**src/rtl/rssi_pkg.sv**
```systemverilog
// Package: shared state type and the decibel table word function.
// Assumes callers pass a non-negative RMS value that fits the table address.
package rssi_pkg;

    typedef enum logic [2:0] {
        ST_ACCUM,   // collecting samples
        ST_LDVS,    // capture divisor
        ST_LDVD,    // capture dividend
        ST_DIV,     // trial-quotient loop
        ST_LQ,      // capture quotient
        ST_SQRT,    // trial-root loop
        ST_HOLD     // results held
    } est_state_t;

    // Decibel word: whole dB in the upper byte, hundredths in the lower byte.
    function automatic logic [15:0] db_word(input int r);
        real v;
        int  h;
        if (r <= 0) begin
            return 16'd0;
        end
        v = 2000.0 * $log10(r);
        h = $rtoi(v + 0.5);
        return {8'(h / 100), 8'(h % 100)};
    endfunction

endpackage

```
**src/rtl/rssi_energy_acc.sv**
```systemverilog
// Energy accumulator: squares each accepted sample and sums it, counting
// accepted samples. Assumes en is only raised while the window is open.
module rssi_energy_acc #(
    parameter int SAMPLE_W = 8,
    parameter int ACC_W    = 32,
    parameter int WINDOW   = 1000,
    localparam int CNT_W   = $clog2(WINDOW + 1)
) (
    input  logic                clk,
    input  logic                rst_n,
    input  logic                clr,
    input  logic                en,
    input  logic [SAMPLE_W-1:0] sample,
    output logic [ACC_W-1:0]    sum_nxt,
    output logic [CNT_W-1:0]    cnt_q,
    output logic                last
);
    localparam int SQ_W = 2 * SAMPLE_W;

    logic [ACC_W-1:0] sum_q;
    logic [CNT_W-1:0] cnt_nxt;
    logic [SQ_W-1:0]  sq;

    // Square of the incoming sample and the next running values.
    always_comb begin
        sq      = SQ_W'(sample) * SQ_W'(sample);
        sum_nxt = sum_q + ACC_W'(sq);
        cnt_nxt = cnt_q + CNT_W'(1);
        last    = en && (cnt_nxt >= CNT_W'(WINDOW));
    end

    // Running sum and sample count, cleared on reset or restart.
    always_ff @(posedge clk) begin
        if (!rst_n || clr) begin
            sum_q <= '0;
            cnt_q <= '0;
        end else if (en) begin
            sum_q <= sum_nxt;
            cnt_q <= cnt_nxt;
        end
    end

    // the count never runs past the window.
    a_r2_count_cap: assert property (@(posedge clk) disable iff (!rst_n)
        cnt_q <= CNT_W'(WINDOW));

    // nothing moves the count while no sample is taken.
    a_r3_idle_hold: assert property (@(posedge clk) disable iff (!rst_n)
        (!en && !clr) |=> $stable(cnt_q));

endmodule

```
**src/rtl/rssi_trial_div.sv**
```systemverilog
// Trial divider: one quotient trial per clock by repeated subtraction of the
// divisor from a running remainder. Assumes a nonzero divisor is loaded
// before the dividend and that step is held until fin.
module rssi_trial_div #(
    parameter int DVD_W = 32,
    parameter int DVS_W = 16,
    parameter int Q_W   = 16
) (
    input  logic             clk,
    input  logic             rst_n,
    input  logic             clr,
    input  logic             load_dvs,
    input  logic [DVS_W-1:0] dvs_in,
    input  logic             load_dvd,
    input  logic [DVD_W-1:0] dvd_in,
    input  logic             step,
    output logic             fin,
    output logic [Q_W-1:0]   quot
);
    logic [DVS_W-1:0] dvs_q;
    logic [DVD_W-1:0] rem_q;

    // Loop ends once the remainder drops below the divisor.
    assign fin = rem_q < DVD_W'(dvs_q);

    // Divisor capture.
    always_ff @(posedge clk) begin
        if (!rst_n) begin
            dvs_q <= '0;
        end else if (load_dvs) begin
            dvs_q <= dvs_in;
        end
    end

    // Remainder and trial quotient; one subtraction per clock.
    always_ff @(posedge clk) begin
        if (!rst_n || clr) begin
            rem_q <= '0;
            quot  <= '0;
        end else if (load_dvd) begin
            rem_q <= dvd_in;
            quot  <= '0;
        end else if (step && !fin) begin
            rem_q <= rem_q - DVD_W'(dvs_q);
            quot  <= quot + Q_W'(1);
        end
    end

    // a running trial always has a divisor to subtract.
    a_r4_divisor_nonzero: assert property (@(posedge clk) disable iff (!rst_n)
        step |-> (dvs_q != '0));

endmodule

```
**src/rtl/rssi_trial_sqrt.sv**
```systemverilog
// Trial square root: raises a candidate root by one per clock, tracking its
// square incrementally, until the square exceeds the input; the floor root is
// then the candidate minus one. Assumes power_in is stable while stepping.
module rssi_trial_sqrt #(
    parameter int P_W  = 16,
    parameter int R_W  = 16,
    localparam int SQ_W = 2 * R_W
) (
    input  logic           clk,
    input  logic           rst_n,
    input  logic           clr,
    input  logic           load,
    input  logic           step,
    input  logic [P_W-1:0] power_in,
    output logic           fin,
    output logic [R_W-1:0] root
);
    logic [R_W-1:0]  j_q;
    logic [SQ_W-1:0] sq_q;

    // Overshoot test and floor result.
    always_comb begin
        fin  = sq_q > SQ_W'(power_in);
        root = j_q - R_W'(1);
    end

    // Candidate root and its square; (j+1)^2 = j^2 + 2j + 1.
    always_ff @(posedge clk) begin
        if (!rst_n || clr || load) begin
            j_q  <= '0;
            sq_q <= '0;
        end else if (step && !fin) begin
            j_q  <= j_q + R_W'(1);
            sq_q <= sq_q + SQ_W'({j_q, 1'b1});
        end
    end

    // the candidate never passes the largest root the input can need.
    a_r10_root_range: assert property (@(posedge clk) disable iff (!rst_n)
        step |-> (j_q <= R_W'(1 << ((P_W + 1) / 2))));

endmodule

```
**src/rtl/rssi_db_rom.sv**
```systemverilog
// Decibel table: one word per possible RMS value, filled at elaboration.
// Assumes the address is the RMS result truncated to ADDR_W bits.
module rssi_db_rom #(
    parameter int ADDR_W = 8,
    parameter int DATA_W = 16
) (
    input  logic [ADDR_W-1:0] addr,
    output logic [DATA_W-1:0] data
);
    import rssi_pkg::*;

    localparam int DEPTH = 1 << ADDR_W;

    typedef logic [DEPTH-1:0][DATA_W-1:0] tbl_t;

    function automatic tbl_t build_tbl();
        tbl_t t;
        for (int k = 0; k < DEPTH; k++) begin
            t[k] = DATA_W'(db_word(k));
        end
        return t;
    endfunction

    localparam tbl_t TABLE = build_tbl();

    // Table lookup; the caller registers the result.
    assign data = TABLE[addr];

endmodule

```
**src/rtl/rssi_power_est.sv**
```systemverilog
// RSSI power estimator top: sequences collection, divide, root and table
// lookup, and holds the results. Assumes WINDOW > 0 and that the sample is
// defined whenever its strobe is high.
module rssi_power_est #(
    parameter int SAMPLE_W = 8,
    parameter int WINDOW   = 1000,
    parameter int ACC_W    = 32,
    parameter int Q_W      = 16,
    parameter int DB_W     = 16
) (
    input  logic                clk,
    input  logic                rst_n,
    input  logic [SAMPLE_W-1:0] sample_i,
    input  logic                sample_vld_i,
    output logic [ACC_W-1:0]    energy_o,
    output logic [Q_W-1:0]      power_o,
    output logic [Q_W-1:0]      rms_o,
    output logic [DB_W-1:0]     db_o,
    output logic                done_o
);
    import rssi_pkg::*;

    localparam int CNT_W = $clog2(WINDOW + 1);
    localparam logic [SAMPLE_W-1:0] RESTART_CODE = '1;

    est_state_t       st;
    logic             restart;
    logic             acc_take;
    logic             acc_last;
    logic [ACC_W-1:0] acc_sum_nxt;
    logic [CNT_W-1:0] acc_cnt;
    logic             div_fin;
    logic [Q_W-1:0]   div_quot;
    logic             sq_fin;
    logic [Q_W-1:0]   sq_root;
    logic [DB_W-1:0]  rom_data;
    logic             done_pend;

    // Control decodes from the current state.
    always_comb begin
        restart  = (st == ST_HOLD) && sample_vld_i && (sample_i == RESTART_CODE);
        acc_take = (st == ST_ACCUM) && sample_vld_i;
    end

    rssi_energy_acc #(
        .SAMPLE_W (SAMPLE_W),
        .ACC_W    (ACC_W),
        .WINDOW   (WINDOW)
    ) u_acc (
        .clk     (clk),
        .rst_n   (rst_n),
        .clr     (restart),
        .en      (acc_take),
        .sample  (sample_i),
        .sum_nxt (acc_sum_nxt),
        .cnt_q   (acc_cnt),
        .last    (acc_last)
    );

    rssi_trial_div #(
        .DVD_W (ACC_W),
        .DVS_W (Q_W),
        .Q_W   (Q_W)
    ) u_div (
        .clk      (clk),
        .rst_n    (rst_n),
        .clr      (restart),
        .load_dvs (st == ST_LDVS),
        .dvs_in   (Q_W'(acc_cnt)),
        .load_dvd (st == ST_LDVD),
        .dvd_in   (energy_o),
        .step     (st == ST_DIV),
        .fin      (div_fin),
        .quot     (div_quot)
    );

    rssi_trial_sqrt #(
        .P_W (Q_W),
        .R_W (Q_W)
    ) u_sqrt (
        .clk      (clk),
        .rst_n    (rst_n),
        .clr      (restart),
        .load     (st == ST_LQ),
        .step     (st == ST_SQRT),
        .power_in (power_o),
        .fin      (sq_fin),
        .root     (sq_root)
    );

    rssi_db_rom #(
        .ADDR_W (SAMPLE_W),
        .DATA_W (DB_W)
    ) u_rom (
        .addr (rms_o[SAMPLE_W-1:0]),
        .data (rom_data)
    );

    // Sequencer and result registers; the table read is registered here.
    always_ff @(posedge clk) begin
        if (!rst_n) begin
            st        <= ST_ACCUM;
            energy_o  <= '0;
            power_o   <= '0;
            rms_o     <= '0;
            db_o      <= '0;
            done_o    <= 1'b0;
            done_pend <= 1'b0;
        end else begin
            db_o      <= rom_data;
            done_o    <= done_pend;
            done_pend <= 1'b0;
            case (st)
                ST_ACCUM: begin
                    if (acc_last) begin
                        energy_o <= acc_sum_nxt;
                        st       <= ST_LDVS;
                    end
                end
                ST_LDVS: st <= ST_LDVD;
                ST_LDVD: st <= ST_DIV;
                ST_DIV: begin
                    if (div_fin) begin
                        st <= ST_LQ;
                    end
                end
                ST_LQ: begin
                    power_o <= div_quot;
                    st      <= ST_SQRT;
                end
                ST_SQRT: begin
                    if (sq_fin) begin
                        rms_o     <= sq_root;
                        done_pend <= 1'b1;
                        st        <= ST_HOLD;
                    end
                end
                ST_HOLD: begin
                    if (restart) begin
                        st <= ST_ACCUM;
                    end
                end
                default: st <= ST_ACCUM;
            endcase
        end
    end

    // the done flag lasts a single cycle.
    a_r7_done_pulse: assert property (@(posedge clk) disable iff (!rst_n)
        done_o |=> !done_o);

    // the captured quotient brackets the energy.
    a_r4_quotient_bounds: assert property (@(posedge clk) disable iff (!rst_n)
        (st == ST_SQRT && $past(st) == ST_LQ) |->
            ((64'(power_o) * 64'(WINDOW) <= 64'(energy_o)) &&
             (64'(energy_o) - 64'(power_o) * 64'(WINDOW) < 64'(WINDOW))));

    // the held root is the floor square root of the held power.
    a_r5_root_floor: assert property (@(posedge clk) disable iff (!rst_n)
        done_o |-> ((32'(rms_o) * 32'(rms_o) <= 32'(power_o)) &&
                    ((32'(rms_o) + 1) * (32'(rms_o) + 1) > 32'(power_o))));

    // a busy phase never falls back to collecting.
    a_r9_no_restart_busy: assert property (@(posedge clk) disable iff (!rst_n)
        (st inside {ST_LDVS, ST_LDVD, ST_DIV, ST_LQ, ST_SQRT}) |=> (st != ST_ACCUM));

endmodule

```
**config.mk**
```make
export PLATFORM = sky130hd
export DESIGN_NAME = rssi_power_est
export DESIGN_NICKNAME = d
export VERILOG_FILES = /design/src/rtl/rssi_pkg.sv /design/src/rtl/rssi_energy_acc.sv /design/src/rtl/rssi_trial_div.sv /design/src/rtl/rssi_trial_sqrt.sv /design/src/rtl/rssi_db_rom.sv /design/src/rtl/rssi_power_est.sv
export SDC_FILE = /design/constraint.sdc
export NUM_CORES = 1
export LEC_CHECK = 0
export ABC_CLOCK_PERIOD_IN_PS = 10100
export BUFFER_PORTS_ARGS = -buffer_cell sky130_fd_sc_hd__buf_2
export CAP_MARGIN = 15
export CORE_ASPECT_RATIO = 0.9
export CORE_MARGIN = 2
export CORE_UTILIZATION = 45
export DETAILED_ROUTE_END_ITERATION = 12
export REMOVE_ABC_BUFFERS = 1
export SLEW_MARGIN = 10
export SYNTH_ARGS = -nofsm -noshare
export SYNTH_HDL_FRONTEND = slang
export SYNTH_SLANG_ARGS = --single-unit
```
**constraint.sdc**
```tcl
create_clock -name clk -period 10.1 [get_ports clk]
set_clock_uncertainty 0.1 [all_clocks]
set_input_delay 0 -clock clk [delete_from_list [all_inputs] [get_ports clk]]
set_output_delay 0 -clock clk [all_outputs]
set_load 0.05 [all_outputs]
```
==> flow_summary.toml, run 1 <==
[grt]
gr-total-overflow = 0
antenna_found_initial = 0
grt_pass1_vias = 14011
grt_first_pass_wirelength_um = 75200
track_usage_pct = 24.5
grt_max_degree = 96

[logic_synthesis]
synth_top_area_cell = "dfxtp_1"
syn_area_per_cell_um2 = 7.85
ys_top_cells_by_area = "dfxtp_1 (28%), ha_1 (8.3%), nand2_1 (5.9%), a21oi_1 (5.1%), fa_1 (4.8%)"
ys_seq_elements = 230
synth_edf_count = 0
syn_area_um2 = 16300
synth_cell_type_count = 84
ys.flop_type = "dfxtp_1"
synth_top_area_share_pct = 28.2
async_flop_share_pct = 0
netlist_instances = 2083
seq_area_frac_synth_pct = 28.2
yosys_warnings = 0

[min_path]
hold_class = "in2reg"
hp-start = "sample_vld_i"

[place]
portBuffers = 88
place_inst = 2535
hpwlAfterDp_um = 32400
routabilityCongestion = 0.947

[floorplanning]
start_util_pct = 45.4
fp-row-count = 66
io_pins = 92
fp.dieW_um = 205
fp.coreArea_um2 = 36000
die_area_um2 = 37900
fp.dieH_um = 185

[clock_tree]
clock-sinks = 230
clk_pin_slew_ns = 0.06
clock-root-buffer = "clkbuf_16"
worstSkewPairLatency_ns = 0.56
cts_made_buffers = 26
clockBufferDepth = 3
cts_setup_buffers = 0
cts_tree = "done"
htreeDepth = 1

[setup_path]
r2r-end = "u_acc.sum_q[30]"
critPathMaxStageDelay_ns = 0.59
r2r-start = "u_acc.sum_q[4]"
start_kind = "flip-flop"
r2r_cells = 18
path_class = "reg2reg"
crit_chain = "inv_1, fa_1, fa_1, inv_1, ha_1, inv_1, fa_1, inv_1, ha_1, a211oi_1, o211ai_1, a211oi_1, o31ai_1, buf_4, nand2_1, nor3_1, xnor2_1, nor2_1"
critPathRequiredTime_ns = 10.40
cp-endpoint = "u_acc.sum_q[30]"
crit_fanout = 10
slowest_stage = "fa_1"
path_common_cell = "inv_1"
endpoint_kind = "flip-flop"
rrSetupSlack_ns = 5.23
cp.arrival_ns = 5.17
crit_path_start = "u_acc.sum_q[4]"

[sta]
post-route-period-util_pct = 48.2
relSlewSlack_pct = 17.1
rsz0062_at_grt = "false"
worstMarginPinSlew_ns = 1.24
final-hold-violation-count = 0
drv_slew = 0
max_freq_ghz = 0.205
period_minus_slack_ns = 4.87
setup_viol = 0
tns_ns = 0

[power_and_ir_drop]
powerDensity_nw_per_um2 = 147
power_switching_uw = 881
seq_power_share_pct = 36.0
pwr-share-clk_pct = 34.2
switching_share_pct = 33.6
total_leakage_power_nw = 7.46
p_int_mw = 1.74
power_mw = 2.62
ir_drop_mv = 0.151
p_comb_share_pct = 29.8

[finish]
area_delta_synth_final_pct = 9.36
drive_gt1_share_pct = 8.88
finalNetCount = 2249
fin_cells = 2582
fin_util_pct = 49.6
diodes = 0

[detailed_routing]
first_pass_iters = 6
drt_iter0_markers = 1318
postRouteWirelength_um = 46900
vias_per_cell = 5.82
postRouteAntennaNets = 0
wire_per_inst_um = 18.1
drcViolationCount = 0
vias = 15015

[run]
maxCapViolations = 0

[run_status]
status = "completed"
-- power groups by stage --
stage / clock (mW) / sequential (mW) / combinational, mW
6_report: 0.896 / 0.943 / 0.782
5_1_grt: 0.954 / 0.945 / 0.897
4_1_cts: 0.916 / 0.944 / 0.793
3_5_place_dp: 0 / 0.964 / 0.784
3_3_place_gp: 0 / 0.964 / 0.774
2_1_floorplan: 0 / 0.958 / 0.596
-- metrics by stage --
stage | hold WS (ns) | instance area, µm² | setup WS (ns)
finish | 0.104 | 17900 | 5.23
global route | 0.126 | 17900 | 4.92
CTS | 0.0846 | 17800 | 5.25
detailed placement | 0.323 | 17000 | 5.10
global placement | 0.323 | 17000 | 5.22
floorplan | 0.0177 | 15800 | 3.73
-- synthesized netlist by cell type, types with 11 or more instances --
| library cell | number |
|---|---|
| a211oi_1 | 29 |
| a21boi_0 | 30 |
| a21o_1 | 14 |
| a21oi_1 | 165 |
| a22oi_1 | 13 |
| a31oi_1 | 22 |
| and2_1 | 32 |
| and3_1 | 35 |
| buf_1 | 16 |
| clkbuf_1 | 108 |
| dfxtp_1 | 230 |
| fa_1 | 39 |
| ha_1 | 108 |
| inv_1 | 123 |
| mux2i_1 | 34 |
| nand2_1 | 256 |
| nand2b_1 | 11 |
| nand3_1 | 54 |
| nand4_1 | 27 |
| nor2_1 | 171 |
| nor2b_1 | 41 |
| nor3_1 | 32 |
| nor4_1 | 18 |
| o211a_1 | 22 |
| o211ai_1 | 30 |
| o21a_1 | 11 |
| o21ai_0 | 110 |
| o22ai_1 | 12 |
| or3_1 | 14 |
| xnor2_1 | 65 |
| xor2_1 | 59 |
-- critical path, delay by kind of cell (launching register included) --
family	cells	cell delay, ns
AO/OA/AOI/OAI	4	1.25
XOR/XNOR	1	0.17
adder cells (fa/ha/maj)	5	2.18
buffers and inverters	5	0.41
flip-flops	1	0.33
AND/OR/NAND/NOR	3	0.29
-- per-layer routing --
layer	GRT usage, %	vias up	share of wire, %
met5	0	-	0
met4	7.19	0	2.6
met3	3.52	88	6.2
met2	40.4	478	46
met1	33.3	7113	45
li1	-	7336	-
-- placed cells by master, fill, tap and decap left out, types with 32 or more instances in the layout --
master and instances:
nor2_1 170, a21oi_1 164, ha_1 108, xnor2_1 65, mux2i_1 34, nor3_1 32, nand2_1 256, xor2_1 59
nand3_1 54, and3_1 35, nor2b_1 40, buf_2 89, fa_1 39, and2_1 32, o21ai_0 110, inv_1 123
dfxtp_1 226
-- logic make-up after synthesis --
logic type / share of synthesized area, %
AND/OR/NAND/NOR: 21.3
AO/OA/AOI/OAI: 21.9
buffers and inverters: 6.30
flip-flops: 28.2
adder cells (fa/ha/maj): 13.0
XOR/XNOR: 6.65
multiplexers: 2.63
other: 0.0229
-- flip-flops by register name (all words and copies together) (netlist names), 3 cells and up --
name and flops:
energy_o 32, u_acc.sum_q 32, u_div.rem_q 32, u_sqrt.sq_q 32, power_o 16, rms_o 16, u_div.quot 16, u_sqrt.j_q 16
db_o 13, u_acc.cnt_q 10, u_div.dvs_q 10, st 3
-- how the worst min path moves through the flow --
stage | end | slack [ns] | depth (start not counted)
after floorplan | db_o[0] | 0.02 | 1
after global placement | done_o | 0.32 | 1
after detailed placement | done_o | 0.32 | 1
after CTS | st[2] | 0.08 | 6
after global routing | u_acc.sum_q[7] | 0.13 | 5
final | st[2] | 0.10 | 6
-- layout make-up --
class                      instances  area, µm²
clock inverter                     6       43.8
sequential                       230       4610
timing repair buffer             113        651
tap                              476        596
inverter                         127        477
multi-input combinational       1593      10800
clock buffer                      37        742
fill                            3608      18100
-- what timing repair did --
item	in CTS	in global routing
endpoints found under the hold margin	3	0
hold buffers	2	0
resized for setup	0	0
No activity file was read; power rests on OpenSTA's default activity.
==> run 2, diff against run 1 <==
--- a/config.mk
+++ b/config.mk
@@ -5,7 +5,8 @@
 export SDC_FILE = /design/constraint.sdc
 export NUM_CORES = 1
 export LEC_CHECK = 0
-export ABC_CLOCK_PERIOD_IN_PS = 10100
+export ABC_AREA = 1
+export ABC_CLOCK_PERIOD_IN_PS = 4260
 export BUFFER_PORTS_ARGS = -buffer_cell sky130_fd_sc_hd__buf_2
 export CAP_MARGIN = 15
 export CORE_ASPECT_RATIO = 0.9
==> constraint.sdc (replaced) <==
create_clock -name clk -period 4.26 [get_ports clk]
set_clock_uncertainty 0.1 [all_clocks]
set_input_delay 0 -clock clk [delete_from_list [all_inputs] [get_ports clk]]
set_output_delay 0 -clock clk [all_outputs]
set_load 0.05 [all_outputs]
==> run 2 against run 1 <==
  * Non-clock buffer count up 23
  * Routed wire length up 17%
  * Utilization up 1.4 points
  * Clock power grew to 3.0 times the previous value
  * Critical path depth fell by 1
  * Via count up 13%
  * Register-to-register slack lost 5.1 ns
  * Critical path type unchanged
==> flow_summary.toml, run 2 <==
[floorplanning]
fp-row-count = 67
fp.dieH_um = 187
fp.dieW_um = 208
io_pins = 92
fp.coreArea_um2 = 37000
start_util_pct = 45.4
die_area_um2 = 38800

[clock_tree]
clockBufferDepth = 3
htreeDepth = 1
cts_tree = "done"
cts_made_buffers = 28
worstSkewPairLatency_ns = 0.55
clk_pin_slew_ns = 0.06
clock-sinks = 230
clock-root-buffer = "clkbuf_16"

[detailed_routing]
wire_per_inst_um = 17.7
vias = 17015
postRouteAntennaNets = 0
vias_per_cell = 5.51
drt_iter0_markers = 1266
first_pass_iters = 6
postRouteWirelength_um = 54800
drcViolationCount = 0

[place]
portBuffers = 88
routabilityCongestion = 0.985
place_ws_ns = 0.00582
hpwlAfterDp_um = 40400
place_area_um2 = 17700

[min_path]
hp-start = "sample_i[0]"
hold_class = "in2reg"

[setup_path]
critPathRequiredTime_ns = 4.60
path_class = "reg2reg"
crit_path_start = "u_acc.sum_q[7]"
start_kind = "flip-flop"
crit_fanout = 4
cp.arrival_ns = 4.45
endpoint_kind = "flip-flop"
r2r-start = "u_acc.sum_q[7]"

[logic_synthesis]
syn_area_um2 = 16800
synth.most_common_cell = "nand2_1"
netlist_instances = 2515
ys.flop_type = "dfxtp_1"
synth_top_area_cell = "dfxtp_1"
synth_common_cells = "nand2_1 (536), inv_1 (374), a21oi_1 (242)"
synth_cell_type_count = 52
ys_seq_elements = 230
syn_area_per_cell_um2 = 6.67
seq_area_frac_synth_pct = 27.4
async_flop_share_pct = 0
synth_top_area_share_pct = 27.4
synth_edf_count = 0
ys_top_cells_by_area = "dfxtp_1 (27%), nand2_1 (12%), inv_1 (8.4%), ha_1 (8.1%), a21oi_1 (7.2%)"
yosys_warnings = 0

[grt]
antenna_found_initial = 0
gr-total-overflow = 0
grt_first_pass_wirelength_um = 87900
grt_max_degree = 44
track_usage_pct = 27.7
grt_pass1_vias = 16248

[finish]
final_area_um2 = 18900
finalNetCount = 2742
drive_gt1_share_pct = 9.33
fill_cells = 3769
diodes = 0
final_cell_mix = "nand2_1 (529), inv_1 (374), a21oi_1 (239)"
layout_commonest_cell = "nand2_1"
area_delta_synth_final_pct = 12.5

[run]
maxCapViolations = 0

[power_and_ir_drop]
total_leakage_power_nw = 9.00
powerDensity_nw_per_um2 = 399
ir_drop_mv = 0.406

[sta]
period_minus_slack_ns = 4.11
final-hold-violation-count = 0
setup_ws_ns = 0.152
worstMarginPinSlew_ns = 0.934
max_freq_ghz = 0.243
post-route-period-util_pct = 96.4
relSlewSlack_pct = 37.6
setup_viol = 0
drv_slew = 0

[run_status]
status = "completed"
-- run 2: cells by family (layout without fill, tap and decap cells) --
group / Yosys count / in the layout / synth area share [%]
simple gates: 1008 / 1008 / 25.4
mux: 1 / 1 / 0.0597
xor+xnor: 82 / 82 / 4.28
compound gates: 560 / 560 / 18.4
buf+inv: 486 / 574 / 11.7
fa+ha+maj: 147 / 147 / 12.7
other cells: 1 / 3 / 0.0223
flops: 230 / 230 / 27.4
-- run 2: metal layers --
metal / up-vias / track usage (%) / wire [µm]
met4: 0 / 10.0 / 2190
met1: 7929 / 37.6 / 24700
met5: - / 0 / 0
met2: 620 / 45.0 / 24500
met3: 139 / 3.63 / 3430
li1: 8327 / - / -
-- run 2: repair_timing --
| item | 4_1_cts | 5_1_grt |
|---|---|---|
| setup endpoints to repair | 6 | 41 |
| pin swaps | 1 | 10 |
| resized for setup | 2 | 24 |
| hold buffers | 3 | 0 |
| setup buffers | 1 | 3 |
| hold endpoints to repair | 97 | 0 |
-- run 2: final cells by class --
class	count	area (µm²)	area share, %
Timing Repair Buffer	136	821	4.35
Sequential cell	230	4600	24.4
Tap cell	483	604	3.20
Clock buffer	38	820	4.34
Inverter	387	1460	7.74
Multi-Input combinational cell	1801	10300	54.8
Clock inverter	13	225	1.19
-- run 2: final timing paths --
check / to / slack [ns] / cells past startpoint
worst max-delay path: u_acc.sum_q[20] / 0.15 / 17
worst min register to register: done_o / 0.31 / 2
worst max register to register: u_acc.sum_q[20] / 0.15 / 17
worst min-delay path: u_acc.sum_q[0] / 0.10 / 5
-- run 2: power by group --
part / internal (mW) / leakage (nW) / switching, mW / total [mW]
Combinational: 1.03 / 6.63 / 1.51 / 2.54
Sequential: 2.22 / 1.86 / 0.0476 / 2.27
Clock: 1.71 / 0.514 / 1.02 / 2.73
Total: 4.95 / 9.00 / 2.58 / 7.54
-- run 2: worst max-delay path, stage by stage, from the launching register on --
cell and delay, ns:
dfxtp_1 0.33, inv_1 0.06, fa_1 0.53, inv_1 0.05
fa_1 0.51, fa_1 0.46, fa_1 0.56, ha_4 0.23
nand2_1 0.05, nand2_1 0.08, o21bai_2 0.22, nand2_1 0.14
nand2_2 0.11, nand2_1 0.10, nand2_2 0.09, xor2_2 0.19
o21bai_1 0.12, inv_1 0.05
-- run 2: metrics by stage --
| step | util [%] | TNS [ns] | power [mW] | cells | hold WS [ns] |
|---|---|---|---|---|---|
| finish | 51.1 | 0 | 7.54 | 3088 | 0.102 |
| CTS | 50.7 | 0 | 7.33 | 3085 | 0.0985 |
| global placement | 47.8 | 0 | 4.53 | 3030 | 0.295 |
| global route | 51.1 | -0.0517 | 7.99 | 3088 | 0.149 |
| floorplan | - | 0 | 3.88 | 2418 | -0.00655 |
| detailed placement | 47.8 | 0 | 4.56 | 3030 | 0.296 |
